## src/rtl/afilt_pkg.sv

```systemverilog
package afilt_pkg;
    localparam int unsigned CTRL_BC_BIT = 0;
    localparam int unsigned CTRL_MC_BIT = 1;
    localparam logic [7:0] ALL_ONES_BYTE = 8'hFF;
endpackage

```

## src/rtl/afilt_regs.sv

```systemverilog
module afilt_regs
    import afilt_pkg::*;
#(
    parameter int ADDR_BYTES  = 6,
    parameter int FILTER_BITS = 64,
    parameter int WA_W        = 4
) (
    input  logic                    clk,
    input  logic                    rst_n,
    input  logic                    wr_en,
    input  logic [WA_W-1:0]         wr_addr,
    input  logic [7:0]              wr_data,
    output logic [ADDR_BYTES*8-1:0] station,
    output logic [FILTER_BITS-1:0]  filter,
    output logic                    bc_en,
    output logic                    mc_en
);
    localparam int FILT_BYTES = FILTER_BITS / 8;
    localparam int CTRL_OFS   = ADDR_BYTES + FILT_BYTES;

    typedef struct packed {
        logic [ADDR_BYTES*8-1:0] station;
        logic [FILTER_BITS-1:0]  filter;
        logic                    bc_en;
        logic                    mc_en;
    } regs_t;

    regs_t rg_d, rg_q;

    always_comb begin
        rg_d = rg_q;
        if (wr_en) begin
            for (int k = 0; k < ADDR_BYTES; k++) begin
                if (wr_addr == WA_W'(k)) rg_d.station[8*k +: 8] = wr_data;
            end
            for (int k = 0; k < FILT_BYTES; k++) begin
                if (wr_addr == WA_W'(ADDR_BYTES + k)) rg_d.filter[8*k +: 8] = wr_data;
            end
            if (wr_addr == WA_W'(CTRL_OFS)) begin
                rg_d.bc_en = wr_data[CTRL_BC_BIT];
                rg_d.mc_en = wr_data[CTRL_MC_BIT];
            end
        end
    end

    always_ff @(posedge clk or negedge rst_n) begin
        if (!rst_n) rg_q <= '0;
        else        rg_q <= rg_d;
    end

    assign station = rg_q.station;
    assign filter  = rg_q.filter;
    assign bc_en   = rg_q.bc_en;
    assign mc_en   = rg_q.mc_en;

    // a control write lands in both enables on the next cycle
    p_ctrl_write_r10: assert property (@(posedge clk) disable iff (!rst_n)
        (wr_en && wr_addr == WA_W'(CTRL_OFS)) |=>
            (bc_en == $past(wr_data[CTRL_BC_BIT]) && mc_en == $past(wr_data[CTRL_MC_BIT])));

    // without a write the configuration holds
    p_cfg_hold_r10: assert property (@(posedge clk) disable iff (!rst_n)
        !wr_en |=> ($stable(station) && $stable(filter) && $stable(bc_en) && $stable(mc_en)));
endmodule

```

## src/rtl/afilt_bytecmp.sv

```systemverilog
module afilt_bytecmp
    import afilt_pkg::*;
#(
    parameter int ADDR_BYTES = 6,
    parameter int IDX_W      = 3
) (
    input  logic [ADDR_BYTES*8-1:0] station,
    input  logic [IDX_W-1:0]        idx,
    input  logic [7:0]              data,
    output logic                    eq,
    output logic                    ones,
    output logic                    grp
);
    localparam int LANES = 1 << IDX_W;

    logic [LANES-1:0] lane_eq;

    for (genvar g = 0; g < LANES; g++) begin : g_lane
        if (g < ADDR_BYTES) begin : g_real
            assign lane_eq[g] = (station[8*g +: 8] == data);
        end else begin : g_pad
            assign lane_eq[g] = 1'b0;
        end
    end

    assign eq   = lane_eq[idx];
    assign ones = (data == ALL_ONES_BYTE);
    assign grp  = data[0];
endmodule

```

## src/rtl/afilt_hash.sv

```systemverilog
module afilt_hash #(
    parameter int FILTER_BITS = 64,
    parameter int HASH_W      = 6
) (
    input  logic [FILTER_BITS-1:0] filter,
    input  logic [HASH_W-1:0]      hash,
    output logic                   hit
);
    assign hit = filter[hash];
endmodule

```

## src/rtl/dst_addr_filter.sv

```systemverilog
module dst_addr_filter
    import afilt_pkg::*;
#(
    parameter  int ADDR_BYTES  = 6,
    parameter  int FILTER_BITS = 64,
    localparam int HASH_W      = $clog2(FILTER_BITS),
    localparam int IDX_W       = $clog2(ADDR_BYTES),
    localparam int WA_W        = $clog2(ADDR_BYTES + FILTER_BITS / 8 + 1)
) (
    input  logic              clk,
    input  logic              rst_n,
    input  logic              wr_en,
    input  logic [WA_W-1:0]   wr_addr,
    input  logic [7:0]        wr_data,
    input  logic              byte_valid,
    input  logic [IDX_W-1:0]  byte_idx,
    input  logic [7:0]        byte_data,
    input  logic [HASH_W-1:0] crc_hash,
    output logic              dec_valid,
    output logic              dec_accept
);
    localparam logic [IDX_W-1:0] LAST_IDX = IDX_W'(ADDR_BYTES - 1);

    typedef struct packed {
        logic             in_pkt;
        logic [IDX_W-1:0] nxt;
        logic             uni_ok;
        logic             bc_ok;
        logic             grp;
        logic             dec_v;
        logic             dec_a;
    } filt_t;

    filt_t st_d, st_q;

    logic [ADDR_BYTES*8-1:0] station;
    logic [FILTER_BITS-1:0]  filter;
    logic                    bc_en, mc_en;
    logic                    lane_eq, lane_ones, lane_grp, hash_hit;
    logic                    take, restart;
    logic                    uni_n, bc_n, grp_n;

    afilt_regs #(.ADDR_BYTES(ADDR_BYTES), .FILTER_BITS(FILTER_BITS), .WA_W(WA_W)) u_regs (
        .clk(clk), .rst_n(rst_n), .wr_en(wr_en), .wr_addr(wr_addr), .wr_data(wr_data),
        .station(station), .filter(filter), .bc_en(bc_en), .mc_en(mc_en)
    );

    afilt_bytecmp #(.ADDR_BYTES(ADDR_BYTES), .IDX_W(IDX_W)) u_cmp (
        .station(station), .idx(byte_idx), .data(byte_data),
        .eq(lane_eq), .ones(lane_ones), .grp(lane_grp)
    );

    afilt_hash #(.FILTER_BITS(FILTER_BITS), .HASH_W(HASH_W)) u_hash (
        .filter(filter), .hash(crc_hash), .hit(hash_hit)
    );

    assign restart = byte_valid && (byte_idx == '0);
    assign take    = restart || (byte_valid && st_q.in_pkt && byte_idx == st_q.nxt);

    always_comb begin
        st_d       = st_q;
        st_d.dec_v = 1'b0;
        st_d.dec_a = 1'b0;
        uni_n      = restart ? lane_eq   : (st_q.uni_ok && lane_eq);
        bc_n       = restart ? lane_ones : (st_q.bc_ok && lane_ones);
        grp_n      = restart ? lane_grp  : st_q.grp;
        if (take) begin
            st_d.uni_ok = uni_n;
            st_d.bc_ok  = bc_n;
            st_d.grp    = grp_n;
            if (byte_idx == LAST_IDX) begin
                st_d.in_pkt = 1'b0;
                st_d.nxt    = '0;
                st_d.dec_v  = 1'b1;
                st_d.dec_a  = uni_n
                            || (bc_n && bc_en)
                            || (grp_n && !bc_n && mc_en && hash_hit);
            end else begin
                st_d.in_pkt = 1'b1;
                st_d.nxt    = byte_idx + 1'b1;
            end
        end else if (byte_valid) begin
            st_d.in_pkt = 1'b0;
            st_d.nxt    = '0;
        end
    end

    always_ff @(posedge clk or negedge rst_n) begin
        if (!rst_n) st_q <= '0;
        else        st_q <= st_d;
    end

    assign dec_valid  = st_q.dec_v;
    assign dec_accept = st_q.dec_a;

    // the strobe never lasts two cycles
    p_one_cycle_r7: assert property (@(posedge clk) disable iff (!rst_n)
        dec_valid |=> !dec_valid);

    // a strobe is always preceded by a final-position byte
    p_after_last_r7: assert property (@(posedge clk) disable iff (!rst_n)
        $rose(dec_valid) |-> $past(byte_valid && byte_idx == LAST_IDX));

    // accept only appears together with the strobe
    p_accept_qualified_r2: assert property (@(posedge clk) disable iff (!rst_n)
        dec_accept |-> dec_valid);

    // a final byte outside a running sequence gives no strobe
    p_no_orphan_r8: assert property (@(posedge clk) disable iff (!rst_n)
        (byte_valid && byte_idx == LAST_IDX && !(st_q.in_pkt && st_q.nxt == LAST_IDX))
            |=> !dec_valid);

    // an out-of-order byte drops the address in progress
    p_abort_r8: assert property (@(posedge clk) disable iff (!rst_n)
        (byte_valid && byte_idx != '0 && !(st_q.in_pkt && byte_idx == st_q.nxt))
            |=> !st_q.in_pkt);

    // idle cycles leave the sequence position untouched
    p_idle_hold_r9: assert property (@(posedge clk) disable iff (!rst_n)
        !byte_valid |=> ($stable(st_q.in_pkt) && $stable(st_q.nxt)));
endmodule

```

## config.mk

```make
export PLATFORM = sky130hd
export DESIGN_NAME = dst_addr_filter
export DESIGN_NICKNAME = d
export VERILOG_FILES = /design/src/rtl/afilt_pkg.sv /design/src/rtl/afilt_regs.sv /design/src/rtl/afilt_bytecmp.sv /design/src/rtl/afilt_hash.sv /design/src/rtl/dst_addr_filter.sv
export SDC_FILE = /design/constraint.sdc
export NUM_CORES = 1
export LEC_CHECK = 0
export BUFFER_PORTS_ARGS = -buffer_cell sky130_fd_sc_hd__clkbuf_2
export CORE_MARGIN = 2
export CORE_UTILIZATION = 53
export DETAILED_ROUTE_END_ITERATION = 6
export GPL_TIMING_DRIVEN = 0
export PLACE_DENSITY = 0.76
export SYNTH_ARGS = -nofsm -noshare
export SYNTH_HDL_FRONTEND = slang
export SYNTH_SLANG_ARGS = --single-unit
```

## constraint.sdc

```tcl
create_clock -name clk -period 2.3 [get_ports clk]
set_input_delay 0.115 -clock clk [delete_from_list [all_inputs] [get_ports clk]]
set_output_delay 0.115 -clock clk [all_outputs]
set_load 0.1 [all_outputs]
```

; Yosys cells after proc, flatten, opt, wreduce, memory -nomap -nowiden
; Cells that the tools add are included.
[word_totals]
ff_bits = 123
latchBits = 0
ram_bits = 0
rom_bits = 0
n_memories = 0
[classes]
addsub = 1
n_mul = 0
div = 0
order_cmp = 2
n_eq_ne = 23
n_shift = 0
n_mux = 12
n_bitwise = 0
reduce_logical = 31
[ops]
columns = op, count
row1 = 8-bit equality test, 6
row2 = 2-bit AND reduction, 15
row3 = 4-bit equality test (second input constant), 7
row4 = 4-bit by 3-bit equality test with 1-bit output (second input constant), 4
row5 = 4-bit 2-to-1 mux, 3
row6 = 1-bit logical AND, 9
row7 = 4-bit by 2-bit equality test with 1-bit output (second input constant), 2
row8 = 8-bit equality test (second input constant), 1
row9 = 6-bit by 7-bit < comparator with 1-bit output (second input constant), 1
row10 = 1-bit binary-select mux with 6-bit select, 1
row11 = 1-bit 2-to-1 mux, 5
row12 = 4-bit by 1-bit equality test with 1-bit output (second input constant), 1
row13 = 4-bit zero test, 1
row14 = 3-bit by 4-bit < comparator with 1-bit output (second input constant), 1
row15 = 2-bit 2-to-1 mux, 2
row16 = 3-bit by 1-bit adder with 3-bit output (second input constant), 1
row17 = 1-bit binary-select mux with 3-bit select, 1
row18 = 3-bit equality test, 1
row19 = 3-bit equality test (second input constant), 1
row20 = 3-bit zero test, 1
row21 = 1-bit logical OR, 3
row22 = 2-bit nonzero test, 1
row23 = 1-bit zero test, 1

; Depth between registers and ports, before layout
[logic_depth]
word_depth = 10
depth_mapped = 8
mapped_depth_nobuf = 6

; Hierarchy
; A second synthesis with hierarchy kept.
[unflattened]
hier_cells = 450
hier_area_um2 = 6149.6
[by_module_without_submodules]
columns = module, instances, cells_each, area_per_inst_um2, seq_area_each_um2
row1 = afilt_regs, 1, 264, 4379.2, 2852.7
row2 = afilt_bytecmp, 1, 80, 675.6, 0.0
row3 = afilt_hash, 1, 62, 600.6, 0.0
row4 = dst_addr_filter, 1, 44, 494.2, 225.2

; Worst setup path after synthesis
; Ideal clock, no wire load.
[synth_timing]
kind = flip-flop to flip-flop
start = register u_regs.rg_q, in the netlist u_regs.filter[41]
end = register st_q, in the netlist dec_accept
setup_ps = 121
arrival_ps = 1527
setup_slack_ps = 652
stages_incl_launch_ff = 6
n_path_buf = 0
synth_period_minus_slack_ps = 1648
cell_sequence = dfrtp_1 > mux4_1 > mux2_2 > o211ai_1 > a21oi_1 > a22o_1
[synth_rtl]
columns = item, line
row1 = "start, declared", afilt_regs.sv:28  ; regs_t rg_d, rg_q;
row2 = "start signal, assigned", afilt_regs.sv:48  ; else rg_q <= rg_d;
row3 = "end signal, assigned", dst_addr_filter.sv:90  ; else st_q <= st_d;
row4 = "end, declared", dst_addr_filter.sv:34  ; filt_t st_d, st_q;

==> qor.csv <==
metric,value,unit
DRC Markers,0,
"top cells by area, synth","dfrtp_1, mux2_2, xnor2_1",
"EDFF count, synth",0,
clock skew,0.005501,ns
Final setup violation count,0,
first-pass GRT wire length,21860,um
Avg Inst Size Synth,13.58,um2
root buf cell,clkbuf_16,
final-report hold violation count,0,
fin cells,635,
CP Max Fanout,2,
Reg-to-Reg Start,u_regs.filter[33],
Lkg Pwr,2.989,nW
count of different cell masters after synthesis,37,
run status,finished clean,
Core ar.,10940,um2
Max VDD drop,0.4728,mV
ys flop type,dfrtp_1,
worst min-delay path category,primary input to register,
Inserted Diodes,0,
Yosys reg bits,123,
"count leader, synth",dfrtp_1,
CTS tree,done,
num rows,38,
flop-to-flop setup slack,0.44,ns
Die Area,12140,um2
fillers,838,
number of antenna violations at the first check in global routing,0,
"Clk Latency, worst-skew pair",0.41,ns
I/O pin count,35,
post-synthesis sequential area ratio,0.5150,
fin crit period,1.855,ns
clk buf depth,2,
pin count of the biggest net entering global routing,74,
Final Slew Violations,0,
placed cells,602,
R2R cell count,5,
Post-CTS Setup Inserts,0,
synth-to-layout area growth,15.97,%
area share of the largest cell type after synthesis,0.5150,
Starting Density,0.5466,
WL final,13630,um
asr flop ratio synth,1.000,
Tot GR Track Use,0.2507,
RR Endpoint,dec_accept,
H-tree depth,4,
IO Port Bufs,21,
Worst EP required,2.60,ns
hpwl dp,8935,um
RSZ-0062 raised after global routing,no,
Critical Path Sink,dec_accept,
Critical Path Start,u_regs.filter[33],
gpl congestion,0.8348,
Num CTS Buffers,17,
Die H,110.2,um
DR vias/cell,5.877,
Syn Nets,473,
top cells by instance count after synthesis,"dfrtp_1, mux2_2, xnor2_1, nor2_1, xor2_1",
Syn. warnings,0,
Worst Tran Pin Value,0.7854,ns
Routed wire per std cell,21.47,um
fraction of layout cells with a size suffix above 1,0.3879,
fmax,0.5391,GHz
Critical Path Sink Type,register,
Initial DRC Count,230,
Die Wd,110.2,um
clk sink count,123,
Critical Path Source Type,register,
PostCTS Resize Cnt,0,
kind of critical path,register to register,
Gate Count Post-Synth,440,
Vias,3732,
worst hold slack,0.01174,ns
1st-pass router iterations,4,
remaining antenna violation count after routing,0,
Tcrit/Tclk final,0.8066,
CTS Hold Bufs,2,
maxcap violations,0,
CP arrival,2.15,ns
Layout Nets,516,
grt ovf,0,
"Clk pin slew, worst setup/hold paths",0.05,ns
slew margin rel.,0.4764,
number of global-route vias before repair,4097,
Yosys top cell by area,dfrtp_1,
final core occ,0.6339,
PD cells,989.2,nW/um2
Post-Syn Area,5977,um2
## cells by family (layout without fill, tap and decap cells)
logic type                count (synthesis)  in the layout  synth area share
muxes                                   137            137            0.2872
DFF                                     123            123            0.5150
and+or+nand+nor                          67             67           0.06301
xor gates and xnor gates                 51             51           0.07473
buffers and inverters                    35             90           0.02910
AOI/OAI and AO/OA                        27             27           0.03098
## worst max-delay path: stages (launching register included)
cell and delay [ns]:
dfrtp_1 0.37, mux4_1 0.53, mux2_2 0.28, o211ai_1 0.20, a21oi_1 0.12, a22o_1 0.24
## worst min path at each step
stage	endpoint	start	slack, ns	cells past startpoint
after CTS	st_q[5]	byte_idx[0]	0.004	2
after global placement	st_q[6]	byte_valid	0.38	2
after floorplan	dec_accept	rst_n	-0.18	0
final	u_regs.filter[15]	wr_data[7]	0.01	2
after detailed placement	u_regs.station[14]	rst_n	0.10	1
after global routing	u_regs.filter[6]	wr_data[6]	0.02	2
## report_power, final
part | total, W | switching (W) | internal, W
Combinational | 0.00114 | 0.000460 | 0.000679
Clock | 0.00279 | 0.000910 | 0.00188
Sequential | 0.00292 | 0.000277 | 0.00265
Total | 0.00686 | 0.00165 | 0.00521
## flip-flops by register name (all words and copies together), names as in the netlist
register and cells:
u_regs.mc_en 1, dec_valid 1, st_q 7, u_regs.bc_en 1, u_regs.filter 64, dec_accept 1, u_regs.station 48
## per-stage QoR
step	instance area (um2)	worst slack (ns)	TNS, ns	total power, W
floorplan	5977	0.6521	0	0.003741
detailed placement	6294	0.3123	0	0.004076
global route	6932	0.3255	0	0.007149
finish	6932	0.4449	0	0.006857
CTS	6932	0.4093	0	0.006891
global placement	6257	-0.6387	-77.72	0.003978
## cells in the final DEF (no fill, tap or decap), types with 6 or more instances in the layout
master / instances
dfrtp_1: 123
mux2_2: 118
xnor2_1: 35
clkbuf_2: 20
clkbuf_1: 18
clkbuf_16: 17
nor2_1: 16
xor2_1: 16
nand4_1: 11
buf_2: 10
mux4_2: 8
nand2_1: 8
o21ai_0: 7
mux4_1: 6
inv_1: 6
## cell type report
| cell class | count | area, um2 | area share |
|---|---|---|---|
| timing repair buffer | 24 | 161.4 | 0.02329 |
| sequential | 123 | 3078 | 0.4440 |
| multi-input combinational | 282 | 2725 | 0.3931 |
| inverter | 6 | 22.52 | 0.003249 |
| buffer | 29 | 151.4 | 0.02184 |
| tap | 140 | 175.2 | 0.02527 |
| clock inverter | 8 | 140.1 | 0.02022 |
| clock buffer | 23 | 478.0 | 0.06895 |
## layer usage
metal | share of wire | wire length (um) | global-route usage | vias up
li1 | - | - | - | 1674
met1 | 0.45 | 6151 | 0.3335 | 1954
met2 | 0.50 | 6751 | 0.4040 | 84
met3 | 0.038 | 518 | 0.05938 | 20
met4 | 0.015 | 210 | 0.09107 | 0
met5 | 0 | 0 | 0 | -
No activity file was read; power rests on OpenSTA's default activity.
